`src/rtl/nic_pagereg_pkg.sv`:
```
package nic_pagereg_pkg;

    // control state of the command path
    typedef enum logic [1:0] {
        ST_STOPPED = 2'd0,
        ST_RUNNING = 2'd1,
        ST_RDMA    = 2'd2
    } ctl_state_e;

    // command bit positions
    localparam int CB_STOP  = 0;
    localparam int CB_TX    = 2;
    localparam int CB_RRD   = 3;
    localparam int CB_RWR   = 4;

    // status bit positions
    localparam int SB_TXOK  = 1;
    localparam int SB_RDC   = 6;
    localparam int SB_RST   = 7;

endpackage

```
`src/rtl/nic_irq_unit.sv`:
```
module nic_irq_unit #(
    parameter int DW = 8
) (
    input  logic          clk,
    input  logic          rst,
    input  logic          isr_we,
    input  logic          imr_we,
    input  logic [DW-2:0] wdata,
    input  logic          clr_rst_bit,
    input  logic [DW-2:0] set_evt,
    output logic [DW-1:0] isr_q,
    output logic          irq_o
);
    localparam int LW = DW - 1;

    logic [LW-1:0] imr_q;
    logic [LW-1:0] clr_mask;
    logic [DW-1:0] isr_n;

    always_comb begin
        clr_mask = isr_we ? wdata : '0;
        isr_n[LW-1:0] = (isr_q[LW-1:0] & ~clr_mask) | set_evt;
        isr_n[DW-1]   = clr_rst_bit ? 1'b0 : isr_q[DW-1];
    end

    always_ff @(posedge clk) begin
        if (rst) begin
            isr_q <= DW'(1) << (DW - 1);
            imr_q <= '0;
        end else begin
            isr_q <= isr_n;
            if (imr_we) imr_q <= wdata;
        end
    end

    assign irq_o = |(isr_q[LW-1:0] & imr_q);


    rst_bit_norise_chk: assert property (@(posedge clk) disable iff (rst)
        !$rose(isr_q[DW-1]));


    w1c_clear_chk: assert property (@(posedge clk) disable iff (rst)
        (isr_we && set_evt == '0) |=> ((isr_q[LW-1:0] & $past(wdata)) == '0));

endmodule

```
`src/rtl/nic_cmd_ctl.sv`:
```
module nic_cmd_ctl
    import nic_pagereg_pkg::*;
#(
    parameter int          DW      = 8,
    parameter logic [DW-1:0] CMD_RST = 8'h21
) (
    input  logic            clk,
    input  logic            rst,
    input  logic            cmd_we,
    input  logic [DW-1:0]   wdata,
    input  logic            rcnt_zero,
    input  logic            dma_done,
    input  logic [DW-1:0]   tpsr,
    input  logic [2*DW-1:0] tcnt,
    output logic [DW-1:0]   cmd_q,
    output logic [DW-1:0]   tsr_q,
    output logic            clr_rst_bit,
    output logic            rdc_now,
    output logic            txok_now,
    output logic            tx_fire_q,
    output logic [DW-1:0]   tx_page_q,
    output logic [2*DW-1:0] tx_count_q,
    output logic [1:0]      rdma_req
);
    ctl_state_e st_q, st_n, cmd_target;
    logic       start_ok;
    logic       dma_ask;
    logic [1:0] dir_q;

    // command decode
    always_comb begin
        start_ok    = cmd_we && !wdata[CB_STOP];
        dma_ask     = wdata[CB_RRD] | wdata[CB_RWR];
        clr_rst_bit = start_ok;
        rdc_now     = start_ok && dma_ask && rcnt_zero;
        txok_now    = start_ok && wdata[CB_TX];
        if (wdata[CB_STOP])              cmd_target = ST_STOPPED;
        else if (dma_ask && !rcnt_zero)  cmd_target = ST_RDMA;
        else                             cmd_target = ST_RUNNING;
    end

    // next state
    always_comb begin
        st_n = st_q;
        unique case (st_q)
            ST_STOPPED: if (cmd_we) st_n = cmd_target;
            ST_RUNNING: if (cmd_we) st_n = cmd_target;
            ST_RDMA: begin
                if (cmd_we)        st_n = cmd_target;
                else if (dma_done) st_n = ST_RUNNING;
            end
            default: st_n = ST_STOPPED;
        endcase
    end

    // state register
    always_ff @(posedge clk) begin
        if (rst) st_q <= ST_STOPPED;
        else     st_q <= st_n;
    end

    // registered outputs
    always_ff @(posedge clk) begin
        if (rst) begin
            cmd_q      <= CMD_RST;
            tsr_q      <= '0;
            tx_fire_q  <= 1'b0;
            tx_page_q  <= '0;
            tx_count_q <= '0;
            dir_q      <= 2'b00;
        end else begin
            tx_fire_q <= txok_now;
            if (cmd_we) begin
                cmd_q <= wdata;
                if (start_ok) cmd_q[CB_TX] <= 1'b0;
                if (cmd_target == ST_RDMA)
                    dir_q <= {wdata[CB_RWR], ~wdata[CB_RWR]};
            end
            if (txok_now) begin
                tsr_q      <= DW'(1);
                tx_page_q  <= tpsr;
                tx_count_q <= tcnt;
            end
        end
    end

    assign rdma_req = (st_q == ST_RDMA) ? dir_q : 2'b00;


    rdma_running_chk: assert property (@(posedge clk) disable iff (rst)
        (st_q == ST_RDMA) |-> !cmd_q[CB_STOP]);

endmodule

```
`src/rtl/nic_reg_bank.sv`:
```
module nic_reg_bank #(
    parameter int            DW      = 8,
    parameter int            AW      = 4,
    parameter int            PGW     = 2,
    parameter int            PHYS_N  = 6,
    parameter int            MCAST_N = 8,
    parameter logic [DW-1:0] ID_LO   = 8'h50,
    parameter logic [DW-1:0] ID_HI   = 8'h43
) (
    input  logic            clk,
    input  logic            rst,
    input  logic            reg_we,
    input  logic            reg_re,
    input  logic [AW-1:0]   off,
    input  logic [DW-1:0]   wdata,
    input  logic [DW-1:0]   cmd_q,
    input  logic [DW-1:0]   isr_q,
    input  logic [DW-1:0]   tsr_q,
    output logic [DW-1:0]   rdata_q,
    output logic [DW-1:0]   tpsr_q,
    output logic [2*DW-1:0] tcnt_q,
    output logic [2*DW-1:0] rsar_q,
    output logic [2*DW-1:0] rcnt_q,
    output logic [DW-1:0]   rxcfg_q,
    output logic [DW-1:0]   dcfg_q,
    output logic            imr_we,
    output logic            isr_we
);
    localparam int IW      = PGW + AW;
    localparam int SPAN    = 1 << AW;
    // page 0
    localparam int IX_START = 1;
    localparam int IX_STOP  = 2;
    localparam int IX_BND   = 3;
    localparam int IX_TPSR  = 4;
    localparam int IX_TCL   = 5;
    localparam int IX_TCH   = 6;
    localparam int IX_ISR   = 7;
    localparam int IX_RSL   = 8;
    localparam int IX_RSH   = 9;
    localparam int IX_RCL   = 10;
    localparam int IX_RCH   = 11;
    localparam int IX_RXC   = 12;
    localparam int IX_DCF   = 14;
    localparam int IX_IMR   = 15;
    // page 1
    localparam int IX_PHYS0 = SPAN + 1;
    localparam int IX_CUR   = SPAN + 7;
    localparam int IX_MC0   = SPAN + 8;
    // page 2
    localparam int IX_START_RD = 2 * SPAN + 1;
    localparam int IX_STOP_RD  = 2 * SPAN + 2;

    logic [IW-1:0] idx;
    logic [DW-1:0] start_q, stop_q, bnd_q, cur_q;
    logic [DW-1:0] phys_q  [PHYS_N];
    logic [DW-1:0] mcast_q [MCAST_N];
    logic [DW-1:0] rd_val;

    assign idx    = {cmd_q[DW-1 -: PGW], off};
    assign imr_we = reg_we && (idx == IW'(IX_IMR));
    assign isr_we = reg_we && (idx == IW'(IX_ISR));

    // scalar and split-byte registers
    always_ff @(posedge clk) begin
        if (rst) begin
            start_q <= '0; stop_q <= '0; bnd_q <= '0; cur_q <= '0;
            tpsr_q  <= '0; tcnt_q <= '0; rsar_q <= '0; rcnt_q <= '0;
            rxcfg_q <= '0; dcfg_q <= '0;
        end else if (reg_we) begin
            case (idx)
                IW'(IX_START): start_q          <= wdata;
                IW'(IX_STOP):  stop_q           <= wdata;
                IW'(IX_BND):   bnd_q            <= wdata;
                IW'(IX_TPSR):  tpsr_q           <= wdata;
                IW'(IX_TCL):   tcnt_q[DW-1:0]   <= wdata;
                IW'(IX_TCH):   tcnt_q[2*DW-1:DW] <= wdata;
                IW'(IX_RSL):   rsar_q[DW-1:0]   <= wdata;
                IW'(IX_RSH):   rsar_q[2*DW-1:DW] <= wdata;
                IW'(IX_RCL):   rcnt_q[DW-1:0]   <= wdata;
                IW'(IX_RCH):   rcnt_q[2*DW-1:DW] <= wdata;
                IW'(IX_RXC):   rxcfg_q          <= wdata;
                IW'(IX_DCF):   dcfg_q           <= wdata;
                IW'(IX_CUR):   cur_q            <= wdata;
                default: ;
            endcase
        end
    end

    // station address bytes
    for (genvar g = 0; g < PHYS_N; g++) begin : g_phys
        always_ff @(posedge clk) begin
            if (rst)                                     phys_q[g] <= '0;
            else if (reg_we && idx == IW'(IX_PHYS0 + g)) phys_q[g] <= wdata;
        end
    end

    // multicast filter bytes
    for (genvar g = 0; g < MCAST_N; g++) begin : g_mcast
        always_ff @(posedge clk) begin
            if (rst)                                   mcast_q[g] <= '0;
            else if (reg_we && idx == IW'(IX_MC0 + g)) mcast_q[g] <= wdata;
        end
    end

    // read view
    always_comb begin
        rd_val = '0;
        if (off == '0) begin
            rd_val = cmd_q;
        end else begin
            case (idx)
                IW'(IX_BND):      rd_val = bnd_q;
                IW'(IX_TPSR):     rd_val = tsr_q;
                IW'(IX_ISR):      rd_val = isr_q;
                IW'(IX_RSL):      rd_val = rsar_q[DW-1:0];
                IW'(IX_RSH):      rd_val = rsar_q[2*DW-1:DW];
                IW'(IX_RCL):      rd_val = ID_LO;
                IW'(IX_RCH):      rd_val = ID_HI;
                IW'(IX_CUR):      rd_val = cur_q;
                IW'(IX_START_RD): rd_val = start_q;
                IW'(IX_STOP_RD):  rd_val = stop_q;
                default:          rd_val = '0;
            endcase
            for (int i = 0; i < PHYS_N; i++)
                if (idx == IW'(IX_PHYS0 + i)) rd_val = phys_q[i];
            for (int i = 0; i < MCAST_N; i++)
                if (idx == IW'(IX_MC0 + i)) rd_val = mcast_q[i];
        end
    end

    always_ff @(posedge clk) begin
        if (rst)         rdata_q <= '0;
        else if (reg_re) rdata_q <= rd_val;
    end

endmodule

```
`src/rtl/nic_pagereg.sv`:
```
module nic_pagereg
    import nic_pagereg_pkg::*;
#(
    parameter int DW      = 8,
    parameter int AW      = 4,
    parameter int PGW     = 2,
    parameter int PHYS_N  = 6,
    parameter int MCAST_N = 8
) (
    input  logic            clk,
    input  logic            rst,
    input  logic            reg_wr,
    input  logic            reg_rd,
    input  logic [AW-1:0]   reg_addr,
    input  logic [DW-1:0]   reg_wdata,
    output logic [DW-1:0]   reg_rdata,
    input  logic [DW-2:0]   stat_set,
    output logic            irq,
    output logic            tx_start,
    output logic [DW-1:0]   tx_page,
    output logic [2*DW-1:0] tx_count,
    output logic [1:0]      rdma_req,
    output logic [2*DW-1:0] rdma_addr,
    output logic [2*DW-1:0] rdma_count,
    output logic [DW-1:0]   rx_cfg,
    output logic [DW-1:0]   data_cfg
);
    logic            cmd_we, bank_we;
    logic [DW-1:0]   cmd_w, isr_w, tsr_w, tpsr_w;
    logic [2*DW-1:0] tcnt_w;
    logic            imr_we, isr_we;
    logic            clr_rst_bit, rdc_now, txok_now;
    logic [DW-2:0]   set_evt;

    assign cmd_we  = reg_wr && (reg_addr == '0);
    assign bank_we = reg_wr && (reg_addr != '0);

    always_comb begin
        set_evt = stat_set;
        if (txok_now) set_evt[SB_TXOK] = 1'b1;
        if (rdc_now)  set_evt[SB_RDC]  = 1'b1;
    end

    nic_cmd_ctl #(.DW(DW)) u_cmd (
        .clk(clk), .rst(rst), .cmd_we(cmd_we), .wdata(reg_wdata),
        .rcnt_zero(rdma_count == '0), .dma_done(stat_set[SB_RDC]),
        .tpsr(tpsr_w), .tcnt(tcnt_w), .cmd_q(cmd_w), .tsr_q(tsr_w),
        .clr_rst_bit(clr_rst_bit), .rdc_now(rdc_now), .txok_now(txok_now),
        .tx_fire_q(tx_start), .tx_page_q(tx_page), .tx_count_q(tx_count),
        .rdma_req(rdma_req)
    );

    nic_reg_bank #(.DW(DW), .AW(AW), .PGW(PGW), .PHYS_N(PHYS_N),
                   .MCAST_N(MCAST_N)) u_bank (
        .clk(clk), .rst(rst), .reg_we(bank_we), .reg_re(reg_rd),
        .off(reg_addr), .wdata(reg_wdata), .cmd_q(cmd_w), .isr_q(isr_w),
        .tsr_q(tsr_w), .rdata_q(reg_rdata), .tpsr_q(tpsr_w), .tcnt_q(tcnt_w),
        .rsar_q(rdma_addr), .rcnt_q(rdma_count), .rxcfg_q(rx_cfg),
        .dcfg_q(data_cfg), .imr_we(imr_we), .isr_we(isr_we)
    );

    nic_irq_unit #(.DW(DW)) u_irq (
        .clk(clk), .rst(rst), .isr_we(isr_we), .imr_we(imr_we),
        .wdata(reg_wdata[DW-2:0]), .clr_rst_bit(clr_rst_bit),
        .set_evt(set_evt), .isr_q(isr_w), .irq_o(irq)
    );


    tx_cause_chk: assert property (@(posedge clk) disable iff (rst)
        tx_start |-> $past(reg_wr && reg_addr == '0 && reg_wdata[CB_TX]
                           && !reg_wdata[CB_STOP]));


    zero_len_rdc_chk: assert property (@(posedge clk) disable iff (rst)
        (cmd_we && !reg_wdata[CB_STOP] && (reg_wdata[CB_RRD] || reg_wdata[CB_RWR])
         && rdma_count == '0) |=> isr_w[SB_RDC]);

endmodule

```
`config.mk`:
```
export PLATFORM = sky130hd
export DESIGN_NAME = nic_pagereg
export DESIGN_NICKNAME = d
export VERILOG_FILES = /design/src/rtl/nic_pagereg_pkg.sv /design/src/rtl/nic_irq_unit.sv /design/src/rtl/nic_cmd_ctl.sv /design/src/rtl/nic_reg_bank.sv /design/src/rtl/nic_pagereg.sv
export SDC_FILE = /design/constraint.sdc
export NUM_CORES = 1
export LEC_CHECK = 0
export ABC_AREA = 1
export ABC_CLOCK_PERIOD_IN_PS = 5400
export CAP_MARGIN = 20
export CORE_MARGIN = 2
export CORE_UTILIZATION = 62
export DETAILED_ROUTE_END_ITERATION = 6
export HOLD_SLACK_MARGIN = 0.06
export PLACE_DENSITY = 0.93
export SETUP_SLACK_MARGIN = 0.02
export SLEW_MARGIN = 20
export SYNTH_ARGS = -nofsm -noshare
export SYNTH_HDL_FRONTEND = slang
export SYNTH_SLANG_ARGS = --single-unit
```
`constraint.sdc`:
```
create_clock -name clk -period 5.4 [get_ports clk]
set_clock_uncertainty 0.05 [all_clocks]
set_input_delay 0.54 -clock clk [delete_from_list [all_inputs] [get_ports clk]]
set_output_delay 0.54 -clock clk [all_outputs]
set_load 0.005 [all_outputs]
```
# Word-level counts from Yosys, hierarchy flattened
# Memory sizes are Yosys's and may differ from the RTL's.
# Cells that the tools add are included.
# totals
register_bits,165
ramBits,112
inputBits,23
output_inout_bits,84
n_memories,2
word_cells,213
# classes
muxes,85
bitwise,20
n_reduce_logical,46
n_eq_ne,36
# mem_list
name,words,width,rd,rd_clocked_by_memory_dff,write_ports,line_no,text
u_bank.mcast_q,8,8,8,0,8,nic_reg_bank.sv:57,logic [DW-1:0] mcast_q [MCAST_N];
u_bank.phys_q,6,8,6,0,6,nic_reg_bank.sv:56,logic [DW-1:0] phys_q [PHYS_N];
# op_table
cell,n
8-bit two-way mux,29
6-bit by 5-bit equality test with 1-bit output (second input constant),15
8-bit case mux with 10 select lines,1
1-bit two-way mux,47
6-bit by 4-bit equality test with 1-bit output (second input constant),7
2-bit AND reduction,15
6-bit by 3-bit equality test with 1-bit output (second input constant),4
1-bit logical AND,23
16-bit zero test,1
1-bit bitwise OR,15
7-bit AND,2
6-bit by 2-bit equality test with 1-bit output (second input constant),2
6-bit equality test (second input constant),2
2-bit two-way mux,6
7-bit two-way mux,1
7-bit NOT,1
7-bit bitwise OR,1
7-bit OR reduction,1
6-bit by 1-bit equality test with 1-bit output (second input constant),1
2-bit equality test (second input constant),2
4-bit zero test,1
2-bit case mux with 2 select lines,1
4-bit nonzero test,1
3-bit by 2-bit inequality test with 1-bit output (second input constant),1
6 further kinds,7

# Longest topological paths before layout
# Gate-level depths: netlist of the first run.
# logic_depth
word_depth,17
ltp_mapped,18
ltp_nobuf,18

# Cells and area by module
# A second synthesis of the first run with hierarchy kept.
# unflattened
cells_unflattened,1409
area_unflattened_um2,11747.5
# by_module_without_submodules
module,cells_each,area_per_inst_um2,instances
nic_reg_bank,1104,9572.9,1
nic_cmd_ctl,186,1445.1,1
nic_irq_unit,83,583.1,1
nic_pagereg,36,146.4,1

# Worst setup path after synthesis of the first run
# No wires, ideal clock.
# synth_path
path_kind,register -> register
from,reg u_cmd.cmd_q[6]
to,"mem u_bank.mcast_q[5][2] (netlist: u_bank.mcast_q[1][10]), enable pin"
path_buffers,1
setup_ns,0.384
required_time_ns,4.966
path_stages_with_launch,10
setup_slack_ns,3.100
arrival_ns,1.866
synth_period_minus_slack_ns,2.300
cell_sequence,dfxtp_1 > inv_2 > nor2_4 > inv_4 > buf_6 > nor2_2 > inv_2 > nor2_4 > inv_1 > o21ai_0
# synth_rtl
element,line_no,text
from (decl),nic_cmd_ctl.sv:15,"output logic [DW-1:0] cmd_q,"
from (signal assigned),nic_cmd_ctl.sv:74,cmd_q <= wdata;
to (decl),nic_reg_bank.sv:57,

# Final worst setup path of the first run
# layout_path
from,in reg_addr[1]
to,reg u_cmd.tx_count_q[0]
# layout_via
elab_chain_cells,4
# layout_rtl
element,line_no,text
from (decl),nic_pagereg.sv:14,"input logic [AW-1:0] reg_addr,"
4-bit zero test,nic_pagereg.sv:35,assign cmd_we = reg_wr && (reg_addr == '0);
1-bit logical AND,nic_pagereg.sv:35,
1-bit logical AND,nic_cmd_ctl.sv:32,start_ok = cmd_we && !wdata[CB_STOP];
1-bit logical AND,nic_cmd_ctl.sv:36,txok_now = start_ok && wdata[CB_TX];
to (signal assigned),nic_cmd_ctl.sv:82,tx_count_q <= tcnt;
to (decl),nic_cmd_ctl.sv:22,"output logic [2*DW-1:0] tx_count_q,"
# No other way between the ends.
# A chain may end at the register's enable or synchronous reset.

==> metrics.md, run 1 <==
| Metric | Value |
|---|---|
| Setup slack after layout | `2.23 ns` |
| Avg Inst Size Synth | `8.51 um^2` |
| F_max | `315 MHz` |
| Period utilisation layout | `0.587` |
| Most common cell in the netlist | `nand2_1` |
| WP data arrival | `3.54 ns` |
| Final std cells w/o fill | `1679` |
| HP Start | `u_bank.rdata_q[3]` |
| Gate Count Post-Synth | `1357` |
| WHS | `0.421 ns` |
| Post-synthesis cell type count | `35` |
| RSZ-0062 raised after global routing | `no` |
| Max-cap violation count | `0` |
| Chip Height | `140 um` |
| R2r startpoint | `u_cmd.cmd_q[7]` |
| Number of enable flip-flop cells after synthesis | `112` |
| Hold Path Cell Cnt | `2` |
| Max_slew headroom | `0.252` |
| CTS-repair resized insts | `0` |
| Critical setup path kind | `input pin to flop` |
| Routed via count | `10.1k` |
| Clock sink count | `277` |
| CTS root buf | `clkbuf_16` |
| Final Max Tran Viols | `0` |
| FP Rows | `49` |
| Final instance area | `13600 um^2` |
| CTS Hold Bufs | `0` |
| Port Buffers | `106` |
| Yosys top cell by area | `edfxtp_1` |
| Dpl cell area | `12700 um^2` |
| Yosys top cell area share | `0.291` |
| Crit path max fanout | `26` |
| Worst R2R Path Depth | `17` |
| Final TNS setup | `0 ns` |
| Area growth, synth to finish | `17.4%` |
| Post-synth top cells | `nand2_1, nor2_1, dfxtp_1, o21ai_0, a21oi_1` |
| Fill count | `1120` |
| Hpwl dp | `19900 um` |
| Synth Flop Type | `dfxtp_1` |
| Antenna diodes | `0` |
| Outcome | `finished, violations left` |
| Number of CTS-inserted buffers | `26` |
| Io pins | `107` |
| Total GRT Usage | `0.313` |
| Endpoints failing setup | `0` |
| Layout net count | `1453` |
| Total gr overflow | `0` |
| Die area | `19700 um^2` |
| Routed WL | `31500 um` |
| Crit path time final | `3.17 ns` |
| Syn_nets | `1380` |
| Share of cells above drive strength 1 | `0.0772` |
| Worst Path Required | `5.77 ns` |
| First-pass GRT wire length | `49000 um` |
| YS warnings | `0` |
| CTS H-Tree Depth | `1` |
| Initial antenna violation count | `0` |
| Placer Congestion | `0.971` |
| Dpl cells | `1631` |
| Largest net degree at the start of global routing | `81` |
| Async S/R FF share, synth | `0` |
| Remaining DRCs | `11` |
| VDD IR max | `277 uV` |
| Setup slack, reg-to-reg | `2.61 ns` |
| Failing checks | `DRC` |
| Core Area | `18100 um^2` |
| WL/cell | `18.7 um` |
| Synth top area cells | `edfxtp_1, dfxtp_1, nand2_1` |
| Pre-antenna DRT Iters | `7` |
| Detailed Route Iter0 Violations | `1275` |
| Crit end category | `flop` |
| Initial core utilization | `0.638` |
| Worst setup path startpoint | `reg_addr[1]` |
| Vias in the first global route | `9743` |
| Pleak | `5.43 nW` |
| Die X | `140 um` |
| Post-CTS setup buffers | `0` |
| Worst Hold Class | `flop to flop` |
| #FFs+latches synth | `277` |
| Final Hold Vio Count | `0` |
| CTS tree | `done` |
| Worst Tran Pin Value | `1.11 ns` |
| CTS clock-pin slew for the worst setup and hold paths | `0.06 ns` |
| DP Worst Slack | `1.80 ns` |
| Worst skew pair latency | `0.54 ns` |
| Synthesized cell area | `11500 um^2` |
| Critical Path Start Type | `input pin` |
| Clock Tree Buf Depth | `3` |
| Post-route ant nets | `0` |
| DR vias/cell | `6.04` |
| Power Dens Cells | `324 nW/um^2` |
| Register area share after synthesis | `0.577` |
[kinds of logic (layout without fill, tap and decap cells)]
| group | count (synthesis) | count (layout) | share of synthesized area |
|---|---|---|---|
| compound gates | 321 | 321 | 0.141 |
| simple gates | 586 | 586 | 0.222 |
| buf+inv | 173 | 266 | 0.0599 |
| flops | 277 | 277 | 0.577 |
[where the power goes]
group          total (mW)  leakage [nW]  internal [mW]  switching, mW
registers            2.25          2.49           2.23         0.0269
clock network        1.90         0.439           1.13          0.770
logic               0.239          2.50         0.0704          0.169
[stage by stage]
stage,utilization,total power [mW]
after detailed placement,0.700,2.53
after CTS,0.750,4.38
after floorplan,-,2.42
after global routing,0.750,4.49
after global placement,0.700,2.52
final,0.750,4.39
[sequential cells by signal (all words and copies together), names as in the netlist, 16 cells and up]
signal / count
u_bank.mcast_q: 64
u_bank.phys_q: 48
u_bank.rsar_q: 16
u_bank.tcnt_q: 16
u_cmd.tx_count_q: 16
u_bank.rcnt_q: 16
[worst paths after layout]
kind | to
worst min-delay path | u_bank.rdata_q[3]
worst min register to register | u_bank.rdata_q[3]
worst max register to register | u_bank.rdata_q[2]
worst max-delay path | u_cmd.tx_count_q[0]
[worst max-delay path, cell delays in order]
cell	delay, ns
clkdlybuf4s50_1	0.47
inv_1	0.10
nand2_1	0.13
nor2_2	0.31
inv_2	0.20
nor2_2	0.38
inv_2	0.15
nor2_1	0.14
inv_2	0.08
nor2_4	0.40
inv_2	0.34
nor2_1	0.21
nor2_1	0.08
[per-layer routing]
layer,global-route usage,wire length [um],up-vias
met1,0.389,11500,4656
met5,0,0,-
met3,0.0482,3090,156
met2,0.528,15200,685
met4,0.169,1620,0
li1,-,-,4651
[cells in the final DEF (no fill, tap or decap), types with 17 or more instances in the layout]
cell and instances:
dfxtp_1 165, o21ai_0 164, nand3_1 51, a21oi_1 148, inv_2 17, nor2_1 226, clkdlybuf4s50_1 106, edfxtp_1 112
clkbuf_16 27, nor2_2 24, nand2_1 227, inv_1 84, nand4_1 23
[cell type report]
class | count | area, um^2 | share of cell area
inverters | 103 | 390 | 0.0288
multi-input cells | 907 | 4190 | 0.309
clock buffers | 39 | 771 | 0.0569
clock inverters | 9 | 128 | 0.00941
well taps | 229 | 287 | 0.0211
repair buffers | 115 | 1130 | 0.0832
flip-flops and latches | 277 | 6670 | 0.492
(Power assumes the default switching activity.)
==> inputs of run 2 (changes only) <==
Settings changed: ABC_CLOCK_PERIOD_IN_PS 5400 to 2550, CORE_UTILIZATION 62 to 52, PLACE_DENSITY 0.93 to 0.84.
Clock period 5.4 ns to 2.55 ns, I/O delays scaled along.
==> metrics.md, run 2 (synthesized netlist as in run 1, its figures left out) <==
| Metric | Value |
|---|---|
| Crit path time final | `2.41 ns` |
| Period utilisation layout | `0.946` |
| RSZ-0062 raised after global routing | `no` |
| First-pass GRT wire length | `52500 um` |
| CTS root buf | `clkbuf_16` |
| Pwr Total | `9.44 mW` |
| Worst setup path startpoint | `u_irq.isr_q[3]` |
| Grt met3 use | `0.0439` |
| Worst Path Required | `2.25 ns` |
| Worst skew pair latency | `0.53 ns` |
| Power Dens Cells | `654 nW/um^2` |
| Core Area | `21800 um^2` |
| Worst Hold Class | `input pin to flop` |
| Critical-path cell list | `a22o_1, a221oi_1, nand4_1, clkdlybuf4s50_1` |
| Buf/Inv on CP | `1` |
| CTS tree | `done` |
| Max_slew headroom | `0.295` |
| Share of cells above drive strength 1 | `0.141` |
| Top delay family on crit path | `compound AO/OA/AOI/OAI gates` |
| Dpl cells | `1767` |
| Final Hold Vio Count | `0` |
| Fill count | `1674` |
| Most frequent cells in the layout | `nor2_1, nand2_1, o21ai_0` |
| Core Util, Final | `0.661` |
| VDD IR max | `486 uV` |
| Routed via count | `10.4k` |
| Remaining DRCs | `0` |
| Setup slack after layout | `0.138 ns` |
| F_max | `415 MHz` |
| Routed WL | `33000 um` |
| Vias in the first global route | `10.2k` |
| Clock Tree Buf Depth | `3` |
| Multi-input logic area | `4230 um^2` |
| HP Start | `stat_set[5]` |
| Largest Register | `u_bank.mcast_q` |
| Final std cells w/o fill | `1822` |
| Area growth, synth to finish | `24.9%` |
| Flip-flop count of the largest register after layout | `64` |
| Busiest grt layer | `met2` |
| Worst Tran Pin Value | `1.05 ns` |
| FP Rows | `54` |
| Crit path max fanout | `3` |
| CTS H-Tree Depth | `1` |
| Largest registers | `u_bank.mcast_q x64, u_bank.phys_q x48` |
| R2r startpoint | `u_cmd.cmd_q[6]` |
| FF/Latch Area | `6670 um^2` |
| Clock sink count | `277` |
| CTS Hold Bufs | `0` |
| Io pins | `107` |
| Initial antenna violation count | `0` |
| Number of CTS-inserted buffers | `28` |
| WHS | `0.246 ns` |
| Detailed Route Iter0 Violations | `1037` |
| Pleak | `5.94 nW` |
| Die area | `23400 um^2` |
| Dpl cell area | `13400 um^2` |
| Chip Height | `153 um` |
| CP max stage delay | `0.49 ns` |
| Pre-antenna DRT Iters | `5` |
| Initial core utilization | `0.529` |
| Largest net degree at the start of global routing | `96` |
| WP data arrival | `2.11 ns` |
| GR Util met1 | `0.372` |
| Post-route ant nets | `0` |
| Port Buffers | `106` |
| Routing usage on met2 | `0.448` |
| Placer Congestion | `0.976` |
| Slowest cell on the critical path | `clkdlybuf4s50_1` |
| Critical setup path kind | `flop to output port` |
| Final TNS setup | `0 ns` |
| Hpwl dp | `21600 um` |
| WL/cell | `18.1 um` |
| CTS clock-pin slew for the worst setup and hold paths | `0.06 ns` |
| Die X | `153 um` |
| Final instance area | `14400 um^2` |
| Final Max Tran Viols | `0` |
| Outcome | `completed` |
| Endpoints failing setup | `0` |
| Layout net count | `1543` |
| Crit end category | `output port` |
| Max-cap violation count | `0` |
| Total GRT Usage | `0.278` |
| DR vias/cell | `5.73` |
| Critical Path Start Type | `flop` |
| DP Worst Slack | `-0.532 ns` |
| Total gr overflow | `0` |
==> run 2: worst min-delay path: stages <==
cell and delay (ns):
clkdlybuf4s50_1 0.41, inv_1 0.06, a21oi_1 0.06
==> run 2: metal layers <==
metal | vias up | part of all wire
li1 | 4843 | -
met1 | 4901 | 0.39
met2 | 568 | 0.47
met3 | 129 | 0.088
met4 | 0 | 0.045
met5 | - | 0
==> run 2: final cells by class <==
type / instances / area share
Timing Repair Buffer: 203 / 0.129
Antenna cell: 1 / 0.000174
Multi-Input combinational cell: 907 / 0.293
Tap cell: 280 / 0.0243
Clock inverter: 9 / 0.00668
Sequential cell: 277 / 0.463
Inverter: 103 / 0.0274
Clock buffer: 42 / 0.0565
==> run 2: final timing paths <==
| path | to | slack (ns) | depth (start not counted) |
|---|---|---|---|
| worst max-delay path | irq | 0.14 | 4 |
| worst min-delay path | u_irq.isr_q[5] | 0.25 | 3 |
| worst max register to register | u_bank.rdata_q[2] | 0.16 | 18 |
| worst min register to register | u_bank.rdata_q[4] | 0.42 | 2 |
==> run 2: timing repair <==
item,in CTS,in global routing
gates cloned,0,0
resized for setup,4,20
pin swaps,0,5
endpoints found under the setup margin,2,4
buffers inserted,0,3
==> run 2: power breakdown <==
part           leakage [nW]  internal [mW]  switching, mW
clock                 0.448           2.40           1.69
combinational          3.00          0.202          0.378
sequential             2.49           4.71         0.0563
total                  5.94           7.31           2.12
